--- src/rtl/mhr_pkg.sv ---
package mhr_pkg;
  typedef enum logic [1:0] {
    SLOT_FREE  = 2'd0,
    SLOT_PEND  = 2'd1,
    SLOT_RDY   = 2'd2,
    SLOT_SCHED = 2'd3
  } slot_st_e;
endpackage

--- src/rtl/mhr_slot.sv ---
module mhr_slot
  import mhr_pkg::*;
#(
  parameter int ADDR_W = 8,
  parameter int DATA_W = 16
) (
  input  logic              clk_i,
  input  logic              rst_ni,
  input  logic              alloc_i,
  input  logic              reen_i,
  input  logic              rel_i,
  input  logic              pop_i,
  input  logic              fill_i,
  input  logic [ADDR_W-1:0] fill_addr_i,
  input  logic              ld_ready_i,
  input  logic [ADDR_W-1:0] ld_addr_i,
  input  logic [DATA_W-1:0] ld_data_i,
  output slot_st_e          state_o,
  output slot_st_e          state_nxt_o,
  output logic [ADDR_W-1:0] addr_o,
  output logic [DATA_W-1:0] data_o,
  output logic [ADDR_W-1:0] addr_nxt_o,
  output logic [DATA_W-1:0] data_nxt_o
);
  slot_st_e          st_q;
  logic [ADDR_W-1:0] addr_q;
  logic [DATA_W-1:0] data_q;
  logic              wake;

  assign wake = fill_i && (st_q == SLOT_PEND) && (addr_q == fill_addr_i);

  always_comb begin
    state_nxt_o = st_q;
    if (alloc_i || reen_i) state_nxt_o = ld_ready_i ? SLOT_RDY : SLOT_PEND;
    else if (rel_i)        state_nxt_o = SLOT_FREE;
    else if (pop_i)        state_nxt_o = SLOT_SCHED;
    else if (wake)         state_nxt_o = SLOT_RDY;
  end

  // replay keeps line address, refreshes payload
  assign addr_nxt_o = alloc_i ? ld_addr_i : addr_q;
  assign data_nxt_o = (alloc_i || reen_i) ? ld_data_i : data_q;

  always_ff @(posedge clk_i or negedge rst_ni) begin
    if (!rst_ni) begin
      st_q   <= SLOT_FREE;
      addr_q <= '0;
      data_q <= '0;
    end else begin
      st_q   <= state_nxt_o;
      addr_q <= addr_nxt_o;
      data_q <= data_nxt_o;
    end
  end

  assign state_o = st_q;
  assign addr_o  = addr_q;
  assign data_o  = data_q;

  a_r4_wake_ready: assert property (@(posedge clk_i) disable iff (!rst_ni)
    (fill_i && st_q == SLOT_PEND && addr_q == fill_addr_i && !alloc_i && !reen_i && !rel_i && !pop_i)
    |=> (st_q == SLOT_RDY));

  a_r7_pop_from_ready: assert property (@(posedge clk_i) disable iff (!rst_ni)
    pop_i |-> (st_q == SLOT_RDY));

  a_r9_release_inflight: assert property (@(posedge clk_i) disable iff (!rst_ni)
    (rel_i || reen_i) |-> (st_q == SLOT_SCHED));
endmodule

--- src/rtl/mhr_pick.sv ---
module mhr_pick #(
  parameter int DEPTH = 4,
  localparam int IDX_W = (DEPTH > 1) ? $clog2(DEPTH) : 1
) (
  input  logic [DEPTH-1:0]       cand_i,
  input  logic [DEPTH-1:0]       young_i,
  input  logic [DEPTH*DEPTH-1:0] older_i,   // bit j*DEPTH+i: slot j older than slot i
  output logic                   valid_o,
  output logic [IDX_W-1:0]       idx_o
);
  logic [DEPTH-1:0] old_c;
  logic [DEPTH-1:0] new_c;
  logic             beaten;

  assign old_c = cand_i & ~young_i;
  assign new_c = cand_i & young_i;

  always_comb begin
    valid_o = |cand_i;
    idx_o   = '0;
    beaten  = 1'b0;
    if (|old_c) begin
      for (int i = 0; i < DEPTH; i++) begin
        beaten = 1'b0;
        for (int j = 0; j < DEPTH; j++)
          if (j != i && old_c[j] && older_i[j*DEPTH+i]) beaten = 1'b1;
        if (old_c[i] && !beaten) idx_o = IDX_W'(i);
      end
    end else begin
      for (int i = DEPTH-1; i >= 0; i--)
        if (new_c[i]) idx_o = IDX_W'(i);
    end
  end
endmodule

--- src/rtl/miss_hold_buf.sv ---
module miss_hold_buf
  import mhr_pkg::*;
#(
  parameter int DEPTH  = 4,
  parameter int ADDR_W = 8,
  parameter int DATA_W = 16
) (
  input  logic              clk_i,
  input  logic              rst_ni,
  input  logic              enq_i,
  input  logic [ADDR_W-1:0] enq_addr_i,
  input  logic [DATA_W-1:0] enq_data_i,
  input  logic              enq_is_replay_i,
  input  logic              enq_ready_i,
  output logic              almost_full_o,
  input  logic              fill_i,
  input  logic [ADDR_W-1:0] fill_addr_i,
  output logic              lookup_match_o,
  input  logic              sched_i,
  output logic              sched_valid_o,
  output logic [ADDR_W-1:0] sched_addr_o,
  output logic [DATA_W-1:0] sched_data_o,
  output logic              sched_valid_next_o,
  output logic [ADDR_W-1:0] sched_addr_next_o,
  output logic [DATA_W-1:0] sched_data_next_o,
  input  logic              deq_i
);
  localparam int IDX_W = (DEPTH > 1) ? $clog2(DEPTH) : 1;
  localparam int CNT_W = $clog2(DEPTH + 1);

  slot_st_e          st_q [DEPTH];
  slot_st_e          st_n [DEPTH];
  logic [ADDR_W-1:0] a_q  [DEPTH];
  logic [ADDR_W-1:0] a_n  [DEPTH];
  logic [DATA_W-1:0] d_q  [DEPTH];
  logic [DATA_W-1:0] d_n  [DEPTH];

  logic [DEPTH-1:0] free_m, rdy_m, rdy_nm, sched_m, match_m, young_m;
  logic [IDX_W-1:0] alloc_idx, cur_idx, nxt_idx, head_idx;
  logic [CNT_W-1:0] used;
  logic             new_enq, rep_enq, pop;

  logic [DEPTH*DEPTH-1:0] older_q;
  logic [IDX_W-1:0]       fifo_q [DEPTH];
  logic [IDX_W-1:0]       rd_q, wr_q;
  logic [CNT_W-1:0]       fcnt_q;

  assign new_enq = enq_i && !enq_is_replay_i;
  assign rep_enq = enq_i && enq_is_replay_i;
  assign pop     = sched_i && sched_valid_o;
  assign head_idx = fifo_q[rd_q];

  always_comb begin
    used      = '0;
    alloc_idx = '0;
    for (int i = 0; i < DEPTH; i++) begin
      free_m[i]  = (st_q[i] == SLOT_FREE);
      rdy_m[i]   = (st_q[i] == SLOT_RDY);
      rdy_nm[i]  = (st_n[i] == SLOT_RDY);
      sched_m[i] = (st_q[i] == SLOT_SCHED);
      match_m[i] = !free_m[i] && (a_q[i] == fill_addr_i);
      used       = used + CNT_W'(!free_m[i]);
    end
    for (int i = DEPTH-1; i >= 0; i--)
      if (free_m[i]) alloc_idx = IDX_W'(i);
    young_m = '0;
    if (new_enq) young_m[alloc_idx] = 1'b1;
  end

  for (genvar g = 0; g < DEPTH; g++) begin : g_slot
    mhr_slot #(.ADDR_W(ADDR_W), .DATA_W(DATA_W)) slot_i (
      .clk_i       (clk_i),
      .rst_ni      (rst_ni),
      .alloc_i     (new_enq && alloc_idx == IDX_W'(g)),
      .reen_i      (rep_enq && head_idx == IDX_W'(g)),
      .rel_i       (deq_i && head_idx == IDX_W'(g)),
      .pop_i       (pop && cur_idx == IDX_W'(g)),
      .fill_i      (fill_i),
      .fill_addr_i (fill_addr_i),
      .ld_ready_i  (enq_ready_i),
      .ld_addr_i   (enq_addr_i),
      .ld_data_i   (enq_data_i),
      .state_o     (st_q[g]),
      .state_nxt_o (st_n[g]),
      .addr_o      (a_q[g]),
      .data_o      (d_q[g]),
      .addr_nxt_o  (a_n[g]),
      .data_nxt_o  (d_n[g])
    );
  end

  mhr_pick #(.DEPTH(DEPTH)) pick_cur_i (
    .cand_i  (rdy_m),
    .young_i ({DEPTH{1'b0}}),
    .older_i (older_q),
    .valid_o (sched_valid_o),
    .idx_o   (cur_idx)
  );

  mhr_pick #(.DEPTH(DEPTH)) pick_nxt_i (
    .cand_i  (rdy_nm),
    .young_i (young_m),
    .older_i (older_q),
    .valid_o (sched_valid_next_o),
    .idx_o   (nxt_idx)
  );

  assign sched_addr_o      = a_q[cur_idx];
  assign sched_data_o      = d_q[cur_idx];
  assign sched_addr_next_o = a_n[nxt_idx];
  assign sched_data_next_o = d_n[nxt_idx];
  assign lookup_match_o    = |match_m;
  assign almost_full_o     = (used >= CNT_W'(DEPTH - 1));

  // age matrix: fresh slot becomes youngest; replay keeps its row
  always_ff @(posedge clk_i or negedge rst_ni) begin
    if (!rst_ni) begin
      older_q <= '0;
    end else if (new_enq) begin
      for (int j = 0; j < DEPTH; j++) begin
        if (IDX_W'(j) != alloc_idx) begin
          older_q[j*DEPTH + int'(alloc_idx)] <= 1'b1;
          older_q[int'(alloc_idx)*DEPTH + j] <= 1'b0;
        end
      end
    end
  end

  // in-flight replays in issue order
  always_ff @(posedge clk_i or negedge rst_ni) begin
    if (!rst_ni) begin
      rd_q   <= '0;
      wr_q   <= '0;
      fcnt_q <= '0;
      for (int i = 0; i < DEPTH; i++) fifo_q[i] <= '0;
    end else begin
      if (pop) begin
        fifo_q[wr_q] <= cur_idx;
        wr_q <= (wr_q == IDX_W'(DEPTH-1)) ? '0 : wr_q + 1'b1;
      end
      if (rep_enq || deq_i)
        rd_q <= (rd_q == IDX_W'(DEPTH-1)) ? '0 : rd_q + 1'b1;
      fcnt_q <= fcnt_q + CNT_W'(pop) - CNT_W'(rep_enq || deq_i);
    end
  end

  logic past_ok_q;
  always_ff @(posedge clk_i or negedge rst_ni) begin
    if (!rst_ni) past_ok_q <= 1'b0;
    else         past_ok_q <= 1'b1;
  end

  a_r6_lookahead_valid: assert property (@(posedge clk_i) disable iff (!rst_ni)
    past_ok_q |-> (sched_valid_o == $past(sched_valid_next_o)));

  a_r6_lookahead_payload: assert property (@(posedge clk_i) disable iff (!rst_ni)
    (past_ok_q && sched_valid_o) |->
      (sched_addr_o == $past(sched_addr_next_o) && sched_data_o == $past(sched_data_next_o)));

  a_r10_no_overflow: assert property (@(posedge clk_i) disable iff (!rst_ni)
    new_enq |-> (used != CNT_W'(DEPTH)));

  a_r8_replay_keeps_slot: assert property (@(posedge clk_i) disable iff (!rst_ni)
    rep_enq |=> (used == $past(used)));

  a_r9_inflight_present: assert property (@(posedge clk_i) disable iff (!rst_ni)
    (rep_enq || deq_i) |-> (fcnt_q != '0 && $countones(sched_m) == int'(fcnt_q)));

  a_r7_pop_inflight: assert property (@(posedge clk_i) disable iff (!rst_ni)
    (pop && !rep_enq && !deq_i) |=> ($countones(sched_m) == $past($countones(sched_m)) + 1));
endmodule

--- config.mk ---
export PLATFORM = sky130hd
export DESIGN_NAME = miss_hold_buf
export DESIGN_NICKNAME = d
export VERILOG_FILES = /design/src/rtl/mhr_pkg.sv /design/src/rtl/mhr_slot.sv /design/src/rtl/mhr_pick.sv /design/src/rtl/miss_hold_buf.sv
export SDC_FILE = /design/constraint.sdc
export NUM_CORES = 1
export LEC_CHECK = 0
export ABC_AREA = 0
export BUFFER_PORTS_ARGS = -buffer_cell sky130_fd_sc_hd__buf_2
export CORE_MARGIN = 4
export CORE_UTILIZATION = 59
export DETAILED_ROUTE_END_ITERATION = 8
export PLACE_DENSITY = 0.81
export SYNTH_ARGS = -nofsm -noshare
export SYNTH_HDL_FRONTEND = slang
export SYNTH_SLANG_ARGS = --single-unit
--- constraint.sdc ---
create_clock -name clk_i -period 4.3 [get_ports clk_i]
set_input_delay 0.645 -clock clk_i [delete_from_list [all_inputs] [get_ports clk_i]]
set_output_delay 0.645 -clock clk_i [all_outputs]
set_load 0.1 [all_outputs]
# After elaboration in Yosys (flattened, before gate mapping)
# Index checks and enable logic that the tools add are counted.
# Widths: inputs -> output; s select.
[word_totals]
reg_bits = 132
inputBits = 40
out_inout_bits = 52
elab_cells = 307
[classes]
add_sub_neg = 11
n_lt_le_gt_ge = 24
n_eq_ne = 30
n_mux = 111
n_bitwise = 19
n_reduce_logical = 93
[op_table]
columns = ["op", "count"]
rows = [
  ["$mux 16", 15],
  ["$mux 2", 36],
  ["$logic_and 1x1->1", 65],
  ["$and 16x16->16", 4],
  ["$bmux 16 s2", 2],
  ["$mux 8", 8],
  ["$not 16->16", 3],
  ["$or 16x16->16", 3],
  ["$mux 1", 35],
  ["$bmux 8 s2", 2],
  ["$eq 2x2->1 const B", 16],
  ["$eq 8x8->1", 4],
  ["$ge 5x1->1 const B", 5],
  ["$lt 5x5->1 const B", 5],
  ["$demux 1 s4", 6],
  ["$not 13->16", 1],
  ["$or 16x4->16", 1],
  ["$reduce_or 4->1", 4],
  ["$eq 2x1->1 const B", 7],
  ["$logic_not 2->1", 7],
  ["$ge 3x3->1 const B", 4],
  ["$not 2->3", 4],
  ["$logic_not 1->1", 11],
  ["$add 4x2->5 const A", 2],
  ["25 further kinds", 38],
]

# Depth between registers and ports, before layout
[logic_depth]
word_depth = 34
ltp_mapped = 14
depth_no_buf = 10

# Hierarchy
# From an unflattened synthesis, not the netlist that was laid out.
[unflattened]
cells_unflattened = 602
hier_area_um2 = 7825.0
[modules_own_cells]
columns = ["module", "instances", "cells_each", "area_each_um2", "seq_area_each_um2"]
rows = [
  ["mhr_slot", 4, 75, 1122.3, 650.6],
  ["miss_hold_buf", 1, 252, 2972.9, 700.7],
  ["mhr_pick", 2, 25, 181.4, 0.0],
]

# Worst setup path after synthesis
# Ideal clock, no wire load.
[synth_path]
kind = "in2out"
startpoint = "in fill_addr_i[4]"
endpoint = "out sched_addr_next_o[6]"
t_arrival_ps = 4329
required_ps = 3655
setup_slack_ps = -674
stages = 10
n_path_buf = 1
path_cell_list = "xor2_1 nor4_4 a21oi_1 o32a_1 a2111oi_2 nand4b_1 a311oi_2 clkbuf_4 mux2i_1 mux2i_1"
[synth_between]
elab_chain_cells = 23
elab_cells_between_ends = 70
cone_classes = "eq/ne (8); mux (39); bitwise (3); reduce/logical (20)"
[synth_lines]
columns = ["element", "line_no", "text"]
rows = [
  ["from (decl)", "miss_hold_buf.sv:17", "input logic [ADDR_W-1:0] fill_addr_i,"],
  ["$eq 8x8->1", "mhr_slot.sv:30", "assign wake = fill_i && (st_q == SLOT_PEND) && (addr_q == fill_addr_i);"],
  ["$logic_and 1x1->1", "mhr_slot.sv:30", ""],
  ["$mux 2", "mhr_slot.sv:37", "else if (wake) state_nxt_o = SLOT_RDY;"],
  ["$mux 2", "mhr_slot.sv:36", "else if (pop_i) state_nxt_o = SLOT_SCHED;"],
  ["$mux 2", "mhr_slot.sv:35", "else if (rel_i) state_nxt_o = SLOT_FREE;"],
  ["$mux 2", "mhr_slot.sv:34", "if (alloc_i || reen_i) state_nxt_o = ld_ready_i ? SLOT_RDY : SLOT_PEND;"],
  ["$eq 2x2->1", "miss_hold_buf.sv:59", "rdy_nm[i] = (st_n[i] == SLOT_RDY);"],
  ["$and 4x4->4", "mhr_pick.sv:15", "assign old_c = cand_i & ~young_i;"],
  ["(+5 left out)", "-", ""],
  ["$logic_not 1->1", "mhr_pick.sv:27", "if (old_c[i] && !beaten) idx_o = IDX_W'(i);"],
  ["$logic_and 1x1->1", "mhr_pick.sv:27", ""],
  ["$mux 1", "mhr_pick.sv:27", ""],
  ["$mux 2 (2 in series)", "mhr_pick.sv:27", ""],
  ["$mux 2 *", "mhr_pick.sv:22", "if (|old_c) begin"],
  ["$not 2->3 (implied by the code) *", "miss_hold_buf.sv:110", "assign sched_addr_next_o = a_n[nxt_idx];"],
  ["$bmux 8 s2 *", "miss_hold_buf.sv:110", ""],
  ["$mux 8 (implied by the code) * (2 in series)", "miss_hold_buf.sv:110", ""],
  ["to (decl)", "miss_hold_buf.sv:24", "output logic [ADDR_W-1:0] sched_addr_next_o,"],
]
# Mark *: on every way between the ends. The rest lies on a longest branch, timed or not. The select of a mux whose other input is x is not followed.

# Worst setup path in the final report
[layout_path]
startpoint = "in fill_addr_i[6]"
endpoint = "out sched_addr_next_o[0]"
# Same word-level chain as after synthesis.

==> results.cfg <==
[run_status]
outcome = finished with violations
violations = setup timing

[final_layout]
postLayoutCellArea_mm2 = 0.0112
layout-drive-gt1-share_pct = 45.9
area_growth_pct = 45.7
diodes = 0
layout.nets = 954
fill_cells = 465

[cts]
cts_buffers = 17
clk_latency_ps = 450
cts_tree = built
ctsHoldBuffers = 0
numClockSinks = 125
ctsRootBufferMaster = clkbuf_16
clk_pin_slew_worst_paths_ps = 60
clk_path_buf_depth = 2
ctsHtreeMaxLevel = 4

[timing]
slew-limit-headroom_pct = 27.2
fin_crit_sh_pct = 122
setup_viol = 26
min_period_ps = 5230
setup_tns_ps = -19110
setup_ws_ps = -931
fmax_mhz = 191
worst_pin_slew_ps = 1090
final-hold-violation-count = 0
rsz0062_at_grt = yes
skew_ps = 17.6
report.final.slew_viol_count = 0

[worst_setup_path]
arrival_ps = 4590
r2r_slack_ps = 1580
timing.rr.end = g_slot[3].slot_i.data_o[4]
critPathKind = input pin to output pin
r2r_cells = 8
start_kind = input pin
r2r-start = g_slot[2].slot_i.state_o[1]
cp.required_ps = 3650
end_kind = output pin
cp_max_fo = 8

[routing]
drcViolationCount = 0
initialDrtViolationCount = 1489
vias_per_cell = 7.51
vias = 8187
ant_nets = 0
totalWireLength_um = 35900
wire_per_inst_um = 32.9
dr.pass1.iters = 7

[worst_hold_path]
min-delay-path-class = input pin to async pin

[synthesis]
syn_area_per_cell_um2 = 10.4
async_flop_share_pct = 100
netlist_area_mm2 = 0.00768
yosysTopAreaCell = dfrtp_1
synth_edf_count = 0
ys_warn_count = 0
synth_cell_type_count = 70
syn-instance-count = 741
synth_top_area_share_pct = 40.7
yosys_register_bits = 125
ys_seq_area_share_pct = 40.7
synth_fp_nets = 790
synth_ff_type = dfrtp_1
synth_area_leaders = dfrtp_1 41%, mux2_2 14%, mux2i_1 13%, nand2_1 4.8%, xor2_1 2.7%

[floorplan]
dieWidth_um = 122
die_h_um = 122
die_area_mm2 = 0.0149
pin_count = 92
rows = 41
core_area_mm2 = 0.0127
start_util_pct = 60.6

[place]
pre_cts_slack_ps = -276
io_buffers = 91
gp_congestion = 1.02
place_hpwl_um = 16200
place_area_mm2 = 0.00956

[global_routing]
antenna_found_initial = 1
grt_overflow = 0
grt_pass1_vias = 7633
grt_usage_pct = 42.4
grt_max_degree = 72
grt_pass1_wl_um = 46800

[flow_run]
cap_violations = 0
## cell usage after synthesis, drive strengths merged (3+ instances only)
library cell and count:
nand3b 12, nor4 8, nand3 11, a21oi 37, nand2 99, nor3 8
xnor2 8, nor2b 7, nand4 7, o22ai 5, buf 18, ha 8
nand4b 3, inv 18, xor2 24, dfrtp 125, nor4b 3, and4 3
a31oi 5, nor2 38, mux2i 101, o21ai 26, mux2 96, clkbuf 21
## layout by cell type, fill, tap and decap left out, drive strengths merged, types with 6 or more instances in the layout
cell type,count
clkbuf,20
clkinv,6
inv,19
nand2,99
buf,183
xnor2,8
nand3b,12
ha,8
dfrtp,125
nor2b,7
mux2i,101
o21ai,26
nand3,11
nor4,8
xor2,24
a21oi,37
nor3,8
mux2,96
nand4,7
nor2,38
## worst max-delay path, cell delays in order
cell      delay, ps
buf_2           150
buf_4           150
xor2_1          160
nor4_2          580
buf_4           270
a41oi_1         150
o211ai_1        290
buf_4           180
nand3_1         150
buf_4           210
nor2_1          260
a311oi_4        150
buf_6           180
buf_12          140
buf_16          160
mux2i_4         200
mux2i_4         310
buf_12          220
## sequential cells by signal, summed over array words and instances (netlist names), named ones only
signal and cells:
fifo_q 8, older_q 3, rd_q 2, g_slot.slot_i.data_o 64, g_slot.slot_i.state_o 8, wr_q 2, g_slot.slot_i.addr_o 32
## stage by stage
step	std cells	hold WS, ps	util, %
3_3_place_gp	1027	491	75.5
4_1_cts	1074	385	85.5
6_report	1090	336	88.3
3_5_place_dp	1027	502	75.5
2_1_floorplan	741	349	-
5_1_grt	1090	408	88.3
## worst max path at each step
stage / from / to / slack, ps / cells after the start
detailed placement: fill_addr_i[3] / sched_addr_next_o[5] / -280 / 14
global placement: fill_addr_i[3] / sched_data_next_o[0] / -170 / 14
CTS: g_slot[2].slot_i.addr_o[2] / sched_addr_next_o[6] / -230 / 14
finish: fill_addr_i[6] / sched_addr_next_o[0] / -930 / 18
global route: fill_addr_i[6] / sched_addr_next_o[0] / -910 / 18
floorplan: fill_i / sched_addr_next_o[6] / -400 / 10
## routing by layer
layer	vias to the layer above	wire length, µm	GRT usage, %
met1	3851	11600	51.9
met3	352	5010	11.5
met2	957	15700	68.8
met4	2	3580	22.0
li1	3025	-	-
met5	-	9	0
## area by class of cell
cell class / count / area [µm²] / area share (%)
clock buffers: 20 / 447 / 3.99
clock inverters: 12 / 163 / 1.45
inverters: 18 / 67.6 / 0.604
multi-input cells: 560 / 5270 / 47.0
flip-flops and latches: 125 / 3130 / 28.0
well taps: 172 / 215 / 1.92
repair buffers: 183 / 1900 / 17.0
## cells by family (layout without fill, tap and decap cells)
group,after synthesis,in the layout,synth area share [%]
flip-flops,125,125,40.7
XOR/XNOR,32,32,3.65
AO/OA/AOI/OAI,105,106,8.79
buffers and inverters,57,233,3.55
adder cells (fa/ha/maj),9,9,1.56
multiplexers,198,198,27.5
AND/OR/NAND/NOR,215,215,14.2
## timing repair
item / 4_1_cts / 5_1_grt
cloned: 5 / 0
resized for setup: 82 / 43
pin swaps: 8 / 10
endpoints found under the setup margin: 28 / 28
endpoints found under the hold margin: 0 / 0
setup buffers: 10 / 18
Power is not shown: default switching activity piles up to over one toggle a cycle in this logic, so the estimate is an artifact.
